### src/rtl/pt_walk_pkg.sv
package pt_walk_pkg;

    localparam int LA_W      = 48;   // linear address width
    localparam int PA_W      = 40;   // physical address width
    localparam int OFF_W     = 12;   // 4 KB page offset width
    localparam int IDX_W     = 9;    // table index width
    localparam int NUM_LVL   = 4;    // levels in the hierarchy
    localparam int LVL_W     = $clog2(NUM_LVL);
    localparam int ENT_W     = 64;   // entry width
    localparam int ENT_SHIFT = $clog2(ENT_W / 8);
    localparam int FRM_W     = PA_W - OFF_W;

    localparam int BIT_PRESENT = 0;
    localparam int BIT_ACC     = 5;
    localparam int BIT_DIRTY   = 6;
    localparam int BIT_LARGE   = 7;

    typedef enum logic [1:0] {
        ST_IDLE,
        ST_READ,
        ST_CHECK,
        ST_WBACK
    } walk_st_e;

    typedef struct packed {
        walk_st_e               st;
        logic [LVL_W-1:0]       lvl;
        logic [FRM_W-1:0]       base;
        logic [LA_W-1:0]        lin;
        logic                   wr;
        logic [ENT_W-1:0]       entry;
        logic                   done;
        logic                   fault;
        logic [LVL_W-1:0]       flvl;
        logic [PA_W-1:0]        pa;
        logic [LVL_W-1:0]       size;
    } walk_t;

endpackage

### src/rtl/pt_entry_addr.sv
module pt_entry_addr #(
    parameter int PA_W      = 40,
    parameter int LA_W      = 48,
    parameter int OFF_W     = 12,
    parameter int IDX_W     = 9,
    parameter int NUM_LVL   = 4,
    parameter int ENT_SHIFT = 3,
    localparam int LVL_W    = $clog2(NUM_LVL),
    localparam int FRM_W    = PA_W - OFF_W,
    localparam int HI_W     = LA_W - OFF_W
) (
    input  logic [FRM_W-1:0] base,
    input  logic [HI_W-1:0]  lin_hi,
    input  logic [LVL_W-1:0] lvl,
    output logic [PA_W-1:0]  addr
);

    logic [IDX_W-1:0] idx_tab [NUM_LVL];

    // one index field per level, sliced out of the linear address
    for (genvar lv = 0; lv < NUM_LVL; lv++) begin : g_idx
        assign idx_tab[lv] = lin_hi[lv*IDX_W +: IDX_W];
    end

    always_comb begin
        addr = {base, {OFF_W{1'b0}}} | (PA_W'(idx_tab[lvl]) << ENT_SHIFT);
    end

endmodule

### src/rtl/pt_entry_eval.sv
module pt_entry_eval #(
    parameter int ENT_W     = 64,
    parameter int PA_W      = 40,
    parameter int OFF_W     = 12,
    parameter int IDX_W     = 9,
    parameter int NUM_LVL   = 4,
    parameter int BIT_PRESENT = 0,
    parameter int BIT_ACC   = 5,
    parameter int BIT_DIRTY = 6,
    parameter int BIT_LARGE = 7,
    localparam int LVL_W    = $clog2(NUM_LVL),
    localparam int FRM_W    = PA_W - OFF_W
) (
    input  logic [ENT_W-1:0] entry,
    input  logic [LVL_W-1:0] lvl,
    input  logic             wr,
    input  logic [PA_W-1:0]  lin_lo,
    output logic             present,
    output logic             leaf,
    output logic             changed,
    output logic [ENT_W-1:0] updated,
    output logic [PA_W-1:0]  leaf_pa,
    output logic [FRM_W-1:0] next_base
);

    logic [PA_W-1:0] keep_tab [NUM_LVL];
    logic            large_ok [NUM_LVL];

    // low-bit masks per level and which levels may end a walk early
    for (genvar lv = 0; lv < NUM_LVL; lv++) begin : g_lvl
        localparam int KEEP = OFF_W + lv * IDX_W;
        assign keep_tab[lv] = (PA_W'(1) << KEEP) - PA_W'(1);
        if (lv == 0 || lv == NUM_LVL - 1) begin : g_fixed
            assign large_ok[lv] = 1'b0;
        end else begin : g_large
            assign large_ok[lv] = 1'b1;
        end
    end

    logic [ENT_W-1:0] set_bits;

    always_comb begin
        present  = entry[BIT_PRESENT];
        leaf     = (lvl == '0) || (large_ok[lvl] && entry[BIT_LARGE]);
        set_bits = '0;
        set_bits[BIT_ACC]   = 1'b1;
        set_bits[BIT_DIRTY] = leaf && wr;
        updated   = entry | set_bits;
        changed   = (updated != entry);
        leaf_pa   = (entry[PA_W-1:0] & ~keep_tab[lvl]) | (lin_lo & keep_tab[lvl]);
        next_base = entry[PA_W-1:OFF_W];
    end

endmodule

### src/rtl/pt_walker.sv
module pt_walker
    import pt_walk_pkg::*;
(
    input  logic                  clk,
    input  logic                  rst_n,
    input  logic [PA_W-OFF_W-1:0] root_frame,
    input  logic                  req_valid,
    input  logic [LA_W-1:0]       req_lin,
    input  logic                  req_write,
    output logic                  busy,
    output logic                  done,
    output logic                  fault,
    output logic [LVL_W-1:0]      fault_lvl,
    output logic [PA_W-1:0]       pa_out,
    output logic [LVL_W-1:0]      page_size,
    output logic                  mem_req,
    output logic                  mem_we,
    output logic [PA_W-1:0]       mem_addr,
    output logic [ENT_W-1:0]      mem_wdata,
    input  logic                  mem_ack,
    input  logic [ENT_W-1:0]      mem_rdata
);

    walk_t q, n;

    logic             ev_present;
    logic             ev_leaf;
    logic             ev_changed;
    logic [ENT_W-1:0] ev_updated;
    logic [PA_W-1:0]  ev_pa;
    logic [FRM_W-1:0] ev_next;
    logic [PA_W-1:0]  ent_addr;

    pt_entry_addr #(
        .PA_W(PA_W), .LA_W(LA_W), .OFF_W(OFF_W), .IDX_W(IDX_W),
        .NUM_LVL(NUM_LVL), .ENT_SHIFT(ENT_SHIFT)
    ) u_addr (
        .base   (q.base),
        .lin_hi (q.lin[LA_W-1:OFF_W]),
        .lvl    (q.lvl),
        .addr   (ent_addr)
    );

    pt_entry_eval #(
        .ENT_W(ENT_W), .PA_W(PA_W), .OFF_W(OFF_W), .IDX_W(IDX_W),
        .NUM_LVL(NUM_LVL), .BIT_PRESENT(BIT_PRESENT), .BIT_ACC(BIT_ACC),
        .BIT_DIRTY(BIT_DIRTY), .BIT_LARGE(BIT_LARGE)
    ) u_eval (
        .entry     (q.entry),
        .lvl       (q.lvl),
        .wr        (q.wr),
        .lin_lo    (q.lin[PA_W-1:0]),
        .present   (ev_present),
        .leaf      (ev_leaf),
        .changed   (ev_changed),
        .updated   (ev_updated),
        .leaf_pa   (ev_pa),
        .next_base (ev_next)
    );

    logic req_c, we_c, advance;

    always_comb begin
        n       = q;
        n.done  = 1'b0;
        req_c   = 1'b0;
        we_c    = 1'b0;
        advance = 1'b0;
        unique case (q.st)
            ST_IDLE: begin
                if (req_valid) begin
                    n.st   = ST_READ;
                    n.lin  = req_lin;
                    n.wr   = req_write;
                    n.base = root_frame;
                    n.lvl  = LVL_W'(NUM_LVL - 1);
                end
            end
            ST_READ: begin
                req_c = 1'b1;
                if (mem_ack) begin
                    n.entry = mem_rdata;
                    n.st    = ST_CHECK;
                end
            end
            ST_CHECK: begin
                if (!ev_present) begin
                    n.st    = ST_IDLE;
                    n.done  = 1'b1;
                    n.fault = 1'b1;
                    n.flvl  = q.lvl;
                    n.pa    = '0;
                    n.size  = '0;
                end else if (ev_changed) begin
                    n.st = ST_WBACK;
                end else begin
                    advance = 1'b1;
                end
            end
            ST_WBACK: begin
                req_c = 1'b1;
                we_c  = 1'b1;
                if (mem_ack) advance = 1'b1;
            end
            default: n.st = ST_IDLE;
        endcase

        if (advance) begin
            if (ev_leaf) begin
                n.st    = ST_IDLE;
                n.done  = 1'b1;
                n.fault = 1'b0;
                n.flvl  = '0;
                n.pa    = ev_pa;
                n.size  = q.lvl;
            end else begin
                n.st   = ST_READ;
                n.base = ev_next;
                n.lvl  = q.lvl - LVL_W'(1);
            end
        end
    end

    always_ff @(posedge clk or negedge rst_n) begin
        if (!rst_n) begin
            q <= '{st: ST_IDLE, default: '0};
        end else begin
            q <= n;
        end
    end

    assign busy      = (q.st != ST_IDLE);
    assign done      = q.done;
    assign fault     = q.fault;
    assign fault_lvl = q.flvl;
    assign pa_out    = q.pa;
    assign page_size = q.size;
    assign mem_req   = req_c;
    assign mem_we    = we_c;
    assign mem_addr  = ent_addr;
    assign mem_wdata = ev_updated;

endmodule

### config.mk
export PLATFORM = sky130hd
export DESIGN_NAME = pt_walker
export DESIGN_NICKNAME = d
export VERILOG_FILES = /design/src/rtl/pt_walk_pkg.sv /design/src/rtl/pt_entry_addr.sv /design/src/rtl/pt_entry_eval.sv /design/src/rtl/pt_walker.sv
export SDC_FILE = /design/constraint.sdc
export NUM_CORES = 1
export LEC_CHECK = 0
export BUFFER_PORTS_ARGS = -buffer_cell sky130_fd_sc_hd__buf_2
export CORE_AREA = 2 2 145 147
export CTS_CLUSTER_DIAMETER = 200
export CTS_CLUSTER_SIZE = 20
export DETAILED_ROUTE_END_ITERATION = 8
export DIE_AREA = 0 0 147 149
export PLACE_DENSITY_LB_ADDON = 0.08
export SLEW_MARGIN = 30
export SYNTH_ARGS = -nofsm -noshare
export SYNTH_HDL_FRONTEND = slang
export SYNTH_SLANG_ARGS = --single-unit
### constraint.sdc
create_clock -name clk -period 2.04 [get_ports clk]
set_input_delay 0.102 -clock clk [delete_from_list [all_inputs] [get_ports clk]]
set_output_delay 0.102 -clock clk [all_outputs]
set_load 0.01 [all_outputs]
==> results of run 1 <==
-- area by class of cell --
type | instances | share of cell area [%]
Clock buffer | 19 | 3.73
Clock inverter | 12 | 1.03
Inverter | 9 | 0.278
Multi-Input combinational cell | 407 | 26.2
Sequential cell | 191 | 39.4
Tap cell | 275 | 2.84
Timing Repair Buffer | 458 | 26.5
-- power groups by stage --
stage	clock, W	combinational [W]	sequential [W]
after floorplan	0	0.00656	0.00665
after global placement	0	0.00727	0.00717
after detailed placement	0	0.00735	0.00720
after CTS	0.00338	0.00758	0.00714
after global routing	0.00354	0.00825	0.00739
final	0.00329	0.00755	0.00712
-- cell usage after synthesis, types with 3 or more instances --
cell	n
ha_1	7
inv_1	9
nand2_1	89
o21ai_0	43
buf_4	140
mux4_2	9
clkbuf_1	6
nor2_1	35
nand2b_1	3
buf_1	3
mux2_2	140
dfrtp_1	191
mux2i_1	29
o21ai_1	3
a21oi_1	33
buf_2	26
-- registers in the layout, summed over array words and instances, names as in the netlist --
name       count
fault          1
fault_lvl      2
page_size      2
done           1
q            145
pa_out        40
-- cells in the final DEF, fill, tap and decap left out, types with 9 or more instances in the layout --
cell type	instances
nor2_1	35
buf_4	11
mux2_2	140
dlygate4sd3_1	142
clkbuf_16	18
o21ai_0	43
mux2i_1	29
a21oi_1	33
inv_1	9
dfrtp_1	191
nand2_1	88
buf_2	292
mux4_2	9
buf_12	10
-- stage by stage --
step           area (um2)  setup TNS [ns]  std cells  total power [W]
4_1_cts             12100               0       1368           0.0181
3_5_place_dp        10100               0       1195           0.0145
5_1_grt             12100        -0.00273       1371           0.0192
6_report            12100               0       1371           0.0180
3_3_place_gp        10100               0       1195           0.0144
2_1_floorplan        9220               0        785           0.0132
-- worst max-delay path, stage by stage (launching register included) --
cell	delay, ns
dfrtp_1	0.41
inv_1	0.10
ha_1	0.27
a32oi_2	0.20
a311oi_4	0.24
buf_4	0.18
buf_6	0.22
o21ai_0	0.12
-- cell families after synthesis --
family                   synth area share (%)
multiplexers                             22.5
flip-flops                               51.9
AO/OA/AOI/OAI                            5.26
adder cells (fa/ha/maj)                 0.951
buffers and inverters                    13.9
other                                  0.0815
AND/OR/NAND/NOR                          5.50
-- path summary, 6_finish.rpt --
kind	slack, ns	cells past startpoint	end	from
min in group clk	0.19	5	q[190]	mem_ack
hold / removal	0.16	2	q[71]	rst_n
setup / recovery	0.15	7	pa_out[26]	q[189]
setup reg to reg	0.15	7	pa_out[26]	q[189]
hold reg to reg	0.48	2	pa_out[5]	q[116]
max in group asynchronous	1.22	3	q[164]	rst_n
-- timing repair --
item | in CTS | in global routing
gates resized for setup | 0 | 1
hold buffers | 142 | 0
setup endpoints to repair | 0 | 16
hold endpoints to repair | 223 | 0
setup buffers | 0 | 2
-- routing by layer --
layer / wire [um] / global-route usage [%] / vias to the layer above
li1: - / - / 3108
met1: 10100 / 26.6 / 3137
met2: 11000 / 34.3 / 197
met3: 1210 / 5.11 / 27
met4: 431 / 6.20 / 0
met5: 0 / 0 / -
==> metrics.txt, run 1 <==
Yosys warnings=0; Setup-failing EPs final=0; first-iteration detailed-routing DRC count=191; slew margin rel.=64.5%; Req. time, crit path=2.34 ns; port bufs=293; DR vias=6,469; H-Tree Depth=4; fraction of layout cells with a size suffix above 1=45.9%; status=complete, no violations; drt total wl=22,700 um; Worst EP arrival=2.19 ns; vias in the first global route=6,560; Yosys cell types=30; asr flop ratio synth=100%; Worst setup EP type=flip-flop; WL/cell=16.5 um; WS Path Type=flip-flop to flip-flop; CTS tree=done; die width=147 um; Seq/Total Area, Yosys=51.9%; Worst Setup Start Kind=flip-flop; Synth top area share=51.9%; combinational fraction of design power=42.0%; # fillers=1,714; Clock Tree Buf Depth=2; total area of sequential cells=0.00478 mm2; initial antenna violation count=0; largest cells by area after synthesis=dfrtp_1 (52%), mux2_2 (17%), buf_4 (11%); switching power=0.00654 W; min Tclk post-route=1.89 ns; Max Cap Viol=0; Worst-Margin Slew=0.532 ns; num ports=298; Core Rows=53; drt drc=0; syn_area_per_cell=11.8 um2; Pwr Density=1480 mW/mm2; Layout Nets=1,236; full die area=0.0219 mm2; switch share=36.4%; Post-synth EDFFs=0; Initial DRT Pass Iterations=4; Mapped Cells=783; leak pwr=5.79 nW; clock-pin transition on the worst setup and hold timing paths=0.07 ns; Yosys reg bits=191; VDD IR max=697 uV; Worst Skew=0.0102 ns; All-Layer GR Usage=20.5%; first-pass GRT wire length=35,000 um; Netlist Area Pre-Place=0.00921 mm2; Max Transition Viols Final=0; Fin. Hold Viols=0; Setup WS post-layout=0.154 ns; Chip Height=149 um; Sink Count=191; Post-DP HPWL=15,200 um; TritonCTS Buffers=17; Synth Flop Type=dfrtp_1; Skew-Pair Late Insertion Delay=0.43 ns; f_max=530 MHz; largest net degree at the start of global routing=56; Synth area leader=dfrtp_1; drt via density=4.72; Internal Pwr Total=0.0114 W; WHS=0.162 ns; final core occ=59.0%; pre-CTS WS=0.0924 ns; Area Growth Syn to Fin=31.7%; worst hold path class=input port to asynchronous set/reset pin; RePlAce Congestion=0.795; CP Max Fanout=33; ANT nets after route=0; Inserted Diodes=0; footprint of the multi-input gates=0.00318 mm2; grt total ovfl=0; Flop pwr share=39.6%; Clock Tree Root=clkbuf_16; clock power share=18.3%; Placeable Area=0.0206 mm2; initial core utilization=44.8%; Final period util=92.4%
Note: power is estimated with default switching activity, not from simulation.
==> run 2, diff against run 1 <==
--- a/config.mk
+++ b/config.mk
@@ -12,6 +12,7 @@
 export DETAILED_ROUTE_END_ITERATION = 8
 export DIE_AREA = 0 0 147 149
 export PLACE_DENSITY_LB_ADDON = 0.08
+export RECOVER_POWER = 25
 export SLEW_MARGIN = 30
 export SYNTH_ARGS = -nofsm -noshare
 export SYNTH_HDL_FRONTEND = slang
==> run 2 against run 1 <==
  * First-iteration DRC count is the same
  * Final cell count is the same
  * Die area is the same
  * Maximum frequency is the same
  * Global-route usage is the same
  * Final area is essentially flat
  * Sequential cell count is the same
  * Register-to-register slack is essentially flat
==> metrics.txt, run 2 (same netlist as run 1, synthesis figures left out) <==
Pwr Density=1480 mW/mm2; WS Path Type=flip-flop to flip-flop; most common cell after layout, fill and taps aside=buf_2; WHS=0.192 ns; Largest Register=q; Placeable Area=0.0206 mm2; Setup WS post-layout=0.154 ns; Max Cap Viol=0; Core Rows=53; Req. time, crit path=2.34 ns; CP Max Fanout=33; CTS tree=done; Worst Setup Start Kind=flip-flop; Max Transition Viols Final=0; die width=147 um; max reg flops=145; WL/cell=16.5 um; pre-CTS WS=0.0924 ns; All-Layer GR Usage=20.5%; grt total ovfl=0; ANT nets after route=0; Layout Nets=1,236; Worst-Margin Slew=1.22 ns; Chip Height=149 um; setup_tns=0 ns; initial antenna violation count=0; first-pass GRT wire length=35,000 um; Initial DRT Pass Iterations=4; Post-DP HPWL=15,200 um; min Tclk post-route=1.89 ns; Worst Skew=0.0102 ns; Setup-failing EPs final=0; Final period util=92.4%; fraction of layout cells with a size suffix above 1=45.9%; largest net degree at the start of global routing=56; vias in the first global route=6,560; # fillers=1,717; most frequent cells in the layout=buf_2 (292), dfrtp_1 (191), dlygate4sd3_1 (142), mux2_2 (140), nand2_1 (88); clock-pin transition on the worst setup and hold timing paths=0.07 ns; first-iteration detailed-routing DRC count=191; drt via density=4.72; drt total wl=22,700 um; Area Growth Syn to Fin=31.6%; Skew-Pair Late Insertion Delay=0.43 ns; status=complete, no violations; leak pwr=5.78 nW; DR vias=6,470; port bufs=293; TritonCTS Buffers=17; VDD IR max=697 uV; Inserted Diodes=0; worst hold path class=input port to flip-flop; Clock Tree Root=clkbuf_16; Worst setup EP type=flip-flop; full die area=0.0219 mm2; H-Tree Depth=4; Clock Tree Buf Depth=2; Fin. Hold Viols=0; Sink Count=191; f_max=530 MHz; num ports=298; RePlAce Congestion=0.795; slew margin rel.=18.9%; Worst EP arrival=2.19 ns; initial core utilization=44.8%; drt drc=0
[run 2: what timing repair did]
item / 4_1_cts / 5_1_grt
setup buffers: 0 / 2
resized for setup: 0 / 1
hold endpoints to repair: 223 / 0
hold buffers: 142 / 0
setup endpoints to repair: 0 / 16
[run 2: layout make-up]
type                       instances  area (um2)  area share (%)
clock buffer                      19         453            3.74
clock inverter                    12         125            1.03
inverter                           9        33.8           0.279
multi-input combinational        407        3180            26.2
sequential                       191        4780            39.4
tap                              275         344            2.84
timing repair buffer             458        3200            26.4
[run 2: metrics by stage]
step / cell area [um2] / cells / utilization [%] / power, W
2_1_floorplan: 9220 / 785 / - / 0.0132
3_3_place_gp: 10100 / 1195 / 49.1 / 0.0144
3_5_place_dp: 10100 / 1195 / 49.1 / 0.0145
4_1_cts: 12100 / 1368 / 58.8 / 0.0181
5_1_grt: 12100 / 1371 / 59.0 / 0.0192
6_report: 12100 / 1371 / 59.0 / 0.0180
[run 2: where the power goes]
group	internal (W)	leakage [nW]	switching (W)	total [W]
clock network	0.00178	0.281	0.00151	0.00329
logic	0.00391	3.17	0.00364	0.00754
registers	0.00573	2.33	0.00139	0.00712
total	0.0114	5.78	0.00654	0.0180
[run 2: final timing paths]
check / cells past startpoint / end / from / slack, ns
setup / recovery: 7 / pa_out[26] / q[189] / 0.15
hold / removal: 5 / q[190] / mem_ack / 0.19
setup reg to reg: 7 / pa_out[26] / q[189] / 0.15
hold reg to reg: 2 / pa_out[5] / q[116] / 0.48
max in group asynchronous: 3 / q[63] / rst_n / 0.44
min in group asynchronous: 2 / q[71] / rst_n / 0.45
[run 2: critical path, cell delays in order (launching register included)]
cell,delay (ns)
dfrtp_1,0.41
inv_1,0.10
ha_1,0.27
a32oi_2,0.20
a311oi_4,0.24
buf_4,0.18
buf_6,0.22
o21ai_0,0.12
[run 2: per-layer routing]
| metal | vias up | wire length, um | GRT usage [%] |
|---|---|---|---|
| met5 | - | 0 | 0 |
| met4 | 0 | 431 | 6.20 |
| met3 | 27 | 1210 | 5.11 |
| met2 | 197 | 11000 | 34.3 |
| met1 | 3137 | 10100 | 26.6 |
| li1 | 3109 | - | - |
==> run 3, diff against run 2 <==
--- a/config.mk
+++ b/config.mk
@@ -11,7 +11,7 @@
 export CTS_CLUSTER_SIZE = 20
 export DETAILED_ROUTE_END_ITERATION = 8
 export DIE_AREA = 0 0 147 149
-export PLACE_DENSITY_LB_ADDON = 0.08
+export PLACE_DENSITY = 0.87
 export RECOVER_POWER = 25
 export SLEW_MARGIN = 30
 export SYNTH_ARGS = -nofsm -noshare
==> constraint.sdc (replaced) <==
create_clock -name clk -period 1.55 [get_ports clk]
set_input_delay 0.0775 -clock clk [delete_from_list [all_inputs] [get_ports clk]]
set_output_delay 0.0775 -clock clk [all_outputs]
set_load 0.01 [all_outputs]
==> run 3 against run 2 <==
  * The flow now finishes with violations (setup timing)
  * Count of clock-buffer cells in the layout increased by 3
  * Final cell count up 5.6%
  * Largest cell class unchanged
  * Hold slack worse by 0.13 ns
  * Clock power increased by 31%
  * Register-to-register slack got worse by 0.44 ns
  * Combinational power rose by 100%
  * Wire length is 47% higher
  * Critical path type is now flip-flop to primary output
  * Highest routed layer unchanged
  * Largest power group unchanged
==> metrics.txt, run 3 (same netlist as run 1, synthesis figures left out) <==
RSZ-0062 raised after global routing=true; die width=147 um; Routed met3 length=2290 um; WP depth=4; Core Rows=53; port bufs=293; max layer used=met4; drt drc=0; total area of sequential cells=0.00478 mm2; largest net degree at the start of global routing=51; r2r setup slk=-0.29 ns; All-Layer GR Usage=28.9%; RePlAce Congestion=0.838; Setup WS post-layout=-0.296 ns; combinational fraction of design power=51.8%; Clock Tree Buf Depth=2; met1 WL=12,300 um; Area Growth Syn to Fin=54.6%; Slowest cell on crit path=mux4_2; Pwr Density=2080 mW/mm2; Setup crit start=q[187]; Post-DP HPWL=16,500 um; num ports=298; CP bufs+invs=3; Flop pwr share=33.6%; failing checks=setup timing; Worst-Margin Slew=0.796 ns; Placeable Area=0.0206 mm2; footprint of the multi-input gates=0.00398 mm2; most used cell, CP=buf_6; Clock Tree Root=clkbuf_16; worst hold path class=input port to flip-flop; Reg2Reg Depth=10; drt total wl=33,200 um; reg2reg start=q[187]; grt total ovfl=0; met2 routed WL=16,900 um; fraction of layout cells with a size suffix above 1=58.5%; DR vias=7,596; # fillers=1,340; initial core utilization=44.8%; TritonCTS Buffers=17; Max Transition Viols Final=0; vias in the first global route=8,225; status=finished with violations; Hold Path Sink=q[165]; CTS tree=done; final core occ=69.3%; Chip Height=149 um; first-iteration detailed-routing DRC count=404; Sink Count=191; Max Cap Viol=0; Setup-failing EPs final=190; most common cell after layout, fill and taps aside=buf_2; Worst EP arrival=1.77 ns; H-Tree Depth=4; Worst Skew=0.0127 ns; switch share=38.2%; Crit path max-delay family=multiplexers; setup_tns=-29.68 ns; VDD IR max=997 uV; CP Max Fanout=6; CP peak stage delay=0.55 ns; ANT nets after route=0; pre-CTS WS=-0.232 ns; Hold Path Origin=root_frame[6]; Worst setup EP type=primary output; drt via density=5.25; Skew-Pair Late Insertion Delay=0.44 ns; WS Path Type=flip-flop to primary output; Hold Path Depth=3; slew margin rel.=46.9%; first-pass GRT wire length=47,700 um; WL/cell=22.9 um; Worst Setup Start Kind=flip-flop; Largest Register=q; clock-pin transition on the worst setup and hold timing paths=0.08 ns; leak pwr=6.73 nW; clock power share=14.6%; Internal Pwr Total=0.0183 W; CP cell instances=buf_6 -> buf_8 -> mux4_2 -> buf_6; f_max=542 MHz; Initial DRT Pass Iterations=5; switching power=0.0113 W; FF-to-FF End=pa_out[10]; min Tclk post-route=1.85 ns; most frequent cells in the layout=buf_2 (280), dfrtp_1 (189), dlygate4sd3_1 (141), mux2_2 (90), nand2_1 (68); initial antenna violation count=1; max reg flops=145; Final period util=119%; full die area=0.0219 mm2; Req. time, crit path=1.47 ns; total design power=0.0297 W; Fin. Hold Viols=0; Layout Nets=1,313
## run 3: changes by cell type in the layout (fill, tap and decap cells not counted), sizes merged
cell,before,now
buf,313,384
clkbuf,22,32
clkinv,3,2
diode,0,1
dlygate4sd3,142,141
inv,15,12
## run 3: final cells by class
type	count	area share, %
Sequential cell	191	33.6
Clock inverter	8	0.571
Timing Repair Buffer	535	31.9
Multi-Input combinational cell	407	27.9
Clock buffer	22	3.33
Antenna cell	1	0.0176
Inverter	9	0.290
Tap cell	275	2.42
## run 3: routing by layer
layer	track usage, %	up-vias
met5	0	-
met4	15.3	0
met3	8.20	114
met2	50.0	395
met1	32.8	3817
li1	-	3270
## run 3: power by group through the flow
stage / logic [W] / clock network [W] / registers [W]
floorplan: 0.00892 / 0 / 0.00878
global placement: 0.00991 / 0 / 0.00943
detailed placement: 0.0102 / 0 / 0.00957
CTS: 0.0138 / 0.00436 / 0.00960
global route: 0.0162 / 0.00459 / 0.0102
finish: 0.0154 / 0.00432 / 0.00998
## run 3: how the worst max path moves through the flow
stage / end / slack, ns
global route: pa_out[10] / -0.36
global placement: q[126] / -0.11
finish: mem_addr[9] / -0.30
floorplan: pa_out[12] / -0.25
CTS: mem_addr[5] / -0.29
detailed placement: pa_out[8] / -0.23
## run 3: metrics by stage
| step | cell area (um2) | hold slack [ns] | instances |
|---|---|---|---|
| after floorplan | 9350 | -0.218 | 785 |
| after global placement | 10300 | 0.0772 | 1217 |
| after detailed placement | 10300 | 0.0761 | 1217 |
| after CTS | 13700 | 0.0481 | 1439 |
| after global routing | 14200 | 0.0418 | 1448 |
| final | 14200 | 0.0659 | 1448 |
## run 3: timing repair
action                                  in CTS  in global routing
hold buffers                               141                  0
endpoints found under the hold margin      191                  0
resized for setup                          184                135
buffers inserted                            32                 14
endpoints found under the setup margin     201                202
pin swaps                                   27                 22
cloned                                      21                  7
## run 3: tightest hold or removal path, stage by stage
cell and delay, ns:
buf_2 0.13, mux2i_4 0.09, a21oi_2 0.16
